[src/rtl/tx_ser_pkg.sv]
package tx_ser_pkg;
  localparam int BYTE_W = 8;

  typedef struct packed {
    logic sop;
    logic eop;
    logic err;
    logic crc_fwd;
  } tx_meta_t;
endpackage

[src/rtl/tx_ser_frame.sv]
module tx_ser_frame (
  input  logic clk,
  input  logic rst,
  input  logic valid_i,
  input  logic sop_i,
  input  logic eop_i,
  input  logic ready_i,
  output logic load_o,
  output logic term_o
);
  logic open_q;
  logic accept;
  logic gap_close;
  logic sop_close;

  assign accept    = valid_i && ready_i;
  assign gap_close = open_q && ready_i && !valid_i;
  assign sop_close = open_q && accept && sop_i;
  assign term_o    = gap_close || sop_close;
  assign load_o    = accept && (open_q || sop_i);

  always_ff @(posedge clk) begin
    if (rst) begin
      open_q <= 1'b0;
    end else if (accept && sop_i) begin
      open_q <= !eop_i;
    end else if (accept && open_q && eop_i) begin
      open_q <= 1'b0;
    end else if (gap_close) begin
      open_q <= 1'b0;
    end
  end
endmodule

[src/rtl/tx_ser_unpack.sv]
module tx_ser_unpack
  import tx_ser_pkg::*;
#(
  parameter  int LANES  = 4,
  localparam int DATA_W = LANES * BYTE_W,
  localparam int MOD_W  = $clog2(LANES),
  localparam int CNT_W  = $clog2(LANES + 1)
) (
  input  logic              clk,
  input  logic              rst,
  input  logic              term_i,
  input  logic              load_i,
  input  logic [DATA_W-1:0] data_i,
  input  logic [MOD_W-1:0]  empty_i,
  input  tx_meta_t          meta_i,
  output logic              ready_o,
  output logic [BYTE_W-1:0] byte_o,
  output logic              valid_o,
  output logic              first_o,
  output logic              last_o,
  output logic              err_o,
  output logic              crc_ins_o
);
  logic [DATA_W-1:0] sh_q;
  logic [CNT_W-1:0]  cnt_q;
  logic              pfirst_q, peop_q, perr_q, pcrc_q;
  logic [CNT_W-1:0]  word_bytes;
  logic              load_single;
  logic              pend_last;

  always_comb begin
    word_bytes = meta_i.eop ? (CNT_W'(LANES) - CNT_W'(empty_i)) : CNT_W'(LANES);
  end

  assign load_single = meta_i.eop && (word_bytes == CNT_W'(1));
  assign pend_last   = peop_q && (cnt_q == CNT_W'(1));
  assign ready_o     = (cnt_q == '0);

  always_ff @(posedge clk) begin
    if (rst) begin
      sh_q      <= '0;
      cnt_q     <= '0;
      pfirst_q  <= 1'b0;
      peop_q    <= 1'b0;
      perr_q    <= 1'b0;
      pcrc_q    <= 1'b0;
      byte_o    <= '0;
      valid_o   <= 1'b0;
      first_o   <= 1'b0;
      last_o    <= 1'b0;
      err_o     <= 1'b0;
      crc_ins_o <= 1'b0;
    end else if (term_i) begin
      byte_o    <= '0;
      valid_o   <= 1'b1;
      first_o   <= 1'b0;
      last_o    <= 1'b1;
      err_o     <= 1'b1;
      crc_ins_o <= 1'b0;
      if (load_i) begin
        sh_q     <= data_i;
        cnt_q    <= word_bytes;
        pfirst_q <= meta_i.sop;
        peop_q   <= meta_i.eop;
        perr_q   <= meta_i.err;
        pcrc_q   <= !meta_i.crc_fwd;
      end
    end else if (load_i) begin
      byte_o    <= data_i[DATA_W-1 -: BYTE_W];
      valid_o   <= 1'b1;
      first_o   <= meta_i.sop;
      last_o    <= load_single;
      err_o     <= load_single && meta_i.err;
      crc_ins_o <= load_single && !meta_i.crc_fwd;
      sh_q      <= data_i << BYTE_W;
      cnt_q     <= word_bytes - CNT_W'(1);
      pfirst_q  <= 1'b0;
      peop_q    <= meta_i.eop;
      perr_q    <= meta_i.err;
      pcrc_q    <= !meta_i.crc_fwd;
    end else if (cnt_q != '0) begin
      byte_o    <= sh_q[DATA_W-1 -: BYTE_W];
      valid_o   <= 1'b1;
      first_o   <= pfirst_q;
      last_o    <= pend_last;
      err_o     <= pend_last && perr_q;
      crc_ins_o <= pend_last && pcrc_q;
      sh_q      <= sh_q << BYTE_W;
      cnt_q     <= cnt_q - CNT_W'(1);
      pfirst_q  <= 1'b0;
    end else begin
      byte_o    <= '0;
      valid_o   <= 1'b0;
      first_o   <= 1'b0;
      last_o    <= 1'b0;
      err_o     <= 1'b0;
      crc_ins_o <= 1'b0;
    end
  end
endmodule

[src/rtl/tx_word_serializer.sv]
module tx_word_serializer
  import tx_ser_pkg::*;
#(
  parameter  int LANES  = 4,
  localparam int DATA_W = LANES * BYTE_W,
  localparam int MOD_W  = $clog2(LANES)
) (
  input  logic              clk,
  input  logic              rst,
  input  logic              in_valid,
  output logic              in_ready,
  input  logic [DATA_W-1:0] in_data,
  input  logic [MOD_W-1:0]  in_empty,
  input  logic              in_sop,
  input  logic              in_eop,
  input  logic              in_err,
  input  logic              in_crc_fwd,
  output logic [BYTE_W-1:0] out_byte,
  output logic              out_valid,
  output logic              out_first,
  output logic              out_last,
  output logic              out_err,
  output logic              out_crc_ins
);
  logic     load;
  logic     term;
  tx_meta_t meta;

  assign meta = '{sop: in_sop, eop: in_eop, err: in_err, crc_fwd: in_crc_fwd};

  tx_ser_frame u_frame (
    .clk     (clk),
    .rst     (rst),
    .valid_i (in_valid),
    .sop_i   (in_sop),
    .eop_i   (in_eop),
    .ready_i (in_ready),
    .load_o  (load),
    .term_o  (term)
  );

  tx_ser_unpack #(.LANES(LANES)) u_unpack (
    .clk       (clk),
    .rst       (rst),
    .term_i    (term),
    .load_i    (load),
    .data_i    (in_data),
    .empty_i   (in_empty),
    .meta_i    (meta),
    .ready_o   (in_ready),
    .byte_o    (out_byte),
    .valid_o   (out_valid),
    .first_o   (out_first),
    .last_o    (out_last),
    .err_o     (out_err),
    .crc_ins_o (out_crc_ins)
  );
endmodule

[config.mk]
export PLATFORM = sky130hd
export DESIGN_NAME = tx_word_serializer
export DESIGN_NICKNAME = d
export VERILOG_FILES = /design/src/rtl/tx_ser_pkg.sv /design/src/rtl/tx_ser_frame.sv /design/src/rtl/tx_ser_unpack.sv /design/src/rtl/tx_word_serializer.sv
export SDC_FILE = /design/constraint.sdc
export NUM_CORES = 1
export LEC_CHECK = 0
export ABC_AREA = 1
export BUFFER_PORTS_ARGS = -buffer_cell sky130_fd_sc_hd__buf_2
export CAP_MARGIN = 25
export CORE_UTILIZATION = 49
export DETAILED_ROUTE_END_ITERATION = 12
export GPL_TIMING_DRIVEN = 0
export PLACE_DENSITY = 0.76
export SETUP_SLACK_MARGIN = 0.1
export SLEW_MARGIN = 20
export SYNTH_ARGS = -nofsm -noshare
export SYNTH_HDL_FRONTEND = slang
export SYNTH_SLANG_ARGS = --single-unit
[constraint.sdc]
create_clock -name clk -period 1.4 [get_ports clk]
set_input_delay 0 -clock clk [delete_from_list [all_inputs] [get_ports clk]]
set_output_delay 0 -clock clk [all_outputs]
set_load 0.01 [all_outputs]
==> results.py <==
metrics = {
    "status": {
        "run_status": "complete, but fails checks",
        "failing_checks": "negative setup slack",
    },
    "cts": {
        "cts-root-buf": "clkbuf_8",
        "cts_sinks": 53,
        "clock_insertion_delay_worst_skew_ps": 320,
        "clock_tree_from_tritoncts": "built",
        "h_tree_depth_reported_by_cts": 2,
        "clock_path_buffers": 2,
        "clk_pin_slew_ps": 110,
        "tritoncts.num_buffers": 5,
    },
    "detailed_routing": {
        "routed-via-count": 3208,
        "first_pass_iters": 6,
        "drt_drc_violations_left": 0,
        "antenna_nets_post_route": 0,
        "detail_route.wirelength_um": 9290,
        "drtIter0Drc": 293,
        "detail_route.vias_per_cell": 5.56,
        "avgRoutedWirePerCell_um": 16.1,
    },
    "worst_setup_path": {
        "worstSetupStartpoint": "u_unpack.cnt_q[1]",
        "reg2reg_from": "u_unpack.cnt_q[1]",
        "cp.arrival_ps": 1890,
        "worstSetupEndpointType": "flop",
        "cp.required_ps": 1610,
        "setup.worst_path.class": "reg -> reg",
        "timing.critical_path.cells": "inv_2 -> ha_4 -> nand3_4 -> nor2_4 -> nor2_4 -> buf_6 -> clkbuf_16 -> a21oi_2 -> a21oi_1",
        "path_delay_family": "simple AND/OR/NAND/NOR gates",
        "path_common_cell": "nor2_4",
        "critical_path.max_stage_delay_ps": 340,
        "critical_path.slowest_cell": "dfxtp_2",
        "cp_max_fo": 7,
        "timing.critical_path.from_type": "flop",
        "critPathBufInv": 3,
    },
    "floorplan": {
        "ioPinCount": 55,
        "fp.dieW_um": 75.1,
        "row_count": 26,
        "initial_core_util_pct": 50.9,
        "dieArea_sq_mm": 0.00564,
        "core_sq_mm": 0.00514,
        "floorplan.die.height_um": 75.1,
    },
    "worst_hold_path": {
        "hold_wc_startpoint": "in_eop",
        "hp-class": "in -> reg",
    },
    "global_routing": {
        "grt_util_all_layers_pct": 30.7,
        "grt_remaining_overflow": 0,
        "grt_max_degree": 18,
        "global_route_wire_length_before_repair_um": 13000,
        "grtUsageMet2_pct": 53.6,
        "groute.layer.met1.usage_pct": 39.3,
        "grt_antenna_before_repair": 0,
        "first_global_vias": 2766,
        "grt.busiest_layer": "met2",
        "met3_track_utilization_from_global_routing_pct": 4.15,
    },
    "layout": {
        "post_layout_nonfiller_instances": 577,
        "post_route_cells_drive_above_1_share_pct": 31.0,
        "stdcell_area_sq_mm": 0.00400,
        "area.growth.synth_to_final_pct": 52.8,
        "reg_top3": "u_unpack.sh_q: 32 flops, u_unpack.byte_o: 8 flops, u_unpack.cnt_q: 3 flops",
        "final_net_count": 553,
        "number_of_antenna_repair_diodes": 0,
        "largest_register_ff_count": 32,
        "max_flop_register": "u_unpack.sh_q",
    },
    "yosys": {
        "ys_types": 23,
        "number_of_synthesis_warnings": 0,
        "post-synth-top-area-fraction_pct": 40.6,
        "synth_top_cells_by_area": "dfxtp_1, nand2_1, a21oi_1, o21ai_0, nand3_1",
        "area_of_the_mapped_netlist_sq_mm": 0.00262,
        "ys_dominant_reg_cell": "dfxtp_1",
        "postSynth.asyncResetShare_pct": 0,
        "netlist_instances": 388,
        "number_of_flops_mapped_to_enable_cells_by_yosys": 0,
        "post_synthesis_sequential_element_count": 53,
        "synth.avg_cell_area_sq_um": 6.74,
        "yosys.area.top_type": "dfxtp_1",
        "sequential_element_share_of_the_synthesized_area_pct": 40.6,
        "syn_nets": 435,
        "most_frequent_cell_after_synthesis": "nand2_1",
        "synth_commonest_cells": "nand2_1, a21oi_1, dfxtp_1",
    },
    "power": {
        "pwr_total_mw": 7.53,
        "internal_power_mw": 4.34,
        "power_frac_seq_pct": 30.0,
        "ir_drop_mv": 1.04,
        "power.switching_mw": 3.19,
        "clkPwrFrac_pct": 14.2,
        "netSwitchingFraction_pct": 42.3,
        "comb_power_share_pct": 55.8,
        "power_density_mw_per_mm2": 1880,
        "power.leakage_nw": 1.78,
    },
    "place": {
        "io_buffer_count": 54,
        "place_worst_setup_slack_ps": -206,
        "post-dp-hpwl_um": 4970,
        "weighted_congestion_at_the_end_of_routability_driven_global_placement": 0.858,
        "placement.cell_area_sq_mm": 0.00306,
        "placedCellCount": 512,
    },
    "sta": {
        "tightestPinTransition_ps": 871,
        "final-hold-violation-count": 0,
        "slew_headroom_pct": 41.9,
        "fin_skew_ps": 15.3,
        "period_minus_slack_ps": 1680,
        "holdWs_ps": 6.32,
        "rsz_0062_raised_after_global_routing": "true",
        "finalSetupViolCount": 54,
        "slew_viol_final": 0,
        "fmax_mhz": 596,
        "finalWorstSetupSlack_ps": -277,
        "ratio_of_final_minimum_period_to_clock_period_pct": 120,
    },
    "flow_run": {
        "drv_cap": 0,
    },
}
## cell usage in the layout (no fill, tap or decap), types with 10 or more instances in the layout
cell and count:
dfxtp_1 51, a21oi_2 26, o21ai_0 22, buf_2 57
dlygate4sd3_1 35, nand2_1 138, inv_1 14, buf_4 19
nand3_1 12, buf_6 10, a21oi_1 50
## logic make-up after synthesis
logic type               share of synthesized area [%]
AO/OA/AOI/OAI                                     20.9
XOR/XNOR                                         0.670
adder cells (fa/ha/maj)                           2.87
buffers and inverters                             7.99
flip-flops                                        40.6
AND/OR/NAND/NOR                                   27.0
## power groups by stage
stage / sequential (mW) / clock (mW) / combinational [mW]
finish: 2.26 / 1.07 / 4.20
global route: 2.30 / 1.13 / 4.50
CTS: 2.22 / 1.06 / 3.44
detailed placement: 2.26 / 0 / 2.94
global placement: 2.24 / 0 / 2.90
floorplan: 2.24 / 0 / 2.21
## cell type report
| class | count | area [sq um] |
|---|---|---|
| flip-flops and latches | 53 | 1060 |
| inverters | 20 | 75.1 |
| repair buffers | 110 | 847 |
| fillers | 361 | 1140 |
| clock inverters | 3 | 43.8 |
| plain buffers | 25 | 238 |
| multi-input cells | 291 | 1570 |
| well taps | 70 | 87.6 |
| clock buffers | 5 | 68.8 |
## worst reg2reg max path: cells and delay by family (launching register included)
| kind | cells | cell delay, ps |
|---|---|---|
| simple gates | 3 | 460 |
| compound gates | 2 | 200 |
| fa+ha+maj | 1 | 180 |
| buf+inv | 3 | 400 |
| flops | 1 | 340 |
## worst paths after layout
path	slack, ps	cells after the start	to
setup reg to reg	-280	9	u_unpack.sh_q[25]
setup / recovery	-280	9	u_unpack.sh_q[25]
hold / removal	6	3	u_unpack.peop_q
hold reg to reg	470	2	u_unpack.sh_q[3]
## per-stage QoR
step | util, % | setup TNS (ps)
floorplan | - | 0
global placement | 59.6 | -5820
finish | 77.8 | -10230
CTS | 73.3 | -1760
global route | 77.8 | -13060
detailed placement | 59.6 | -6600
## timing repair
action	4_1_cts	5_1_grt
gates cloned	3	1
endpoints found under the hold margin	45	0
endpoints found under the setup margin	53	54
gates resized for setup	25	41
pin swaps	4	3
setup buffers	13	5
hold buffers	35	0
## metal layers
layer,part of all wire [%],vias up
met5,0,-
met4,3.5,0
met3,8.1,33
met2,49,189
met1,40,1488
li1,-,1498
No activity file was read; power rests on OpenSTA's default activity.
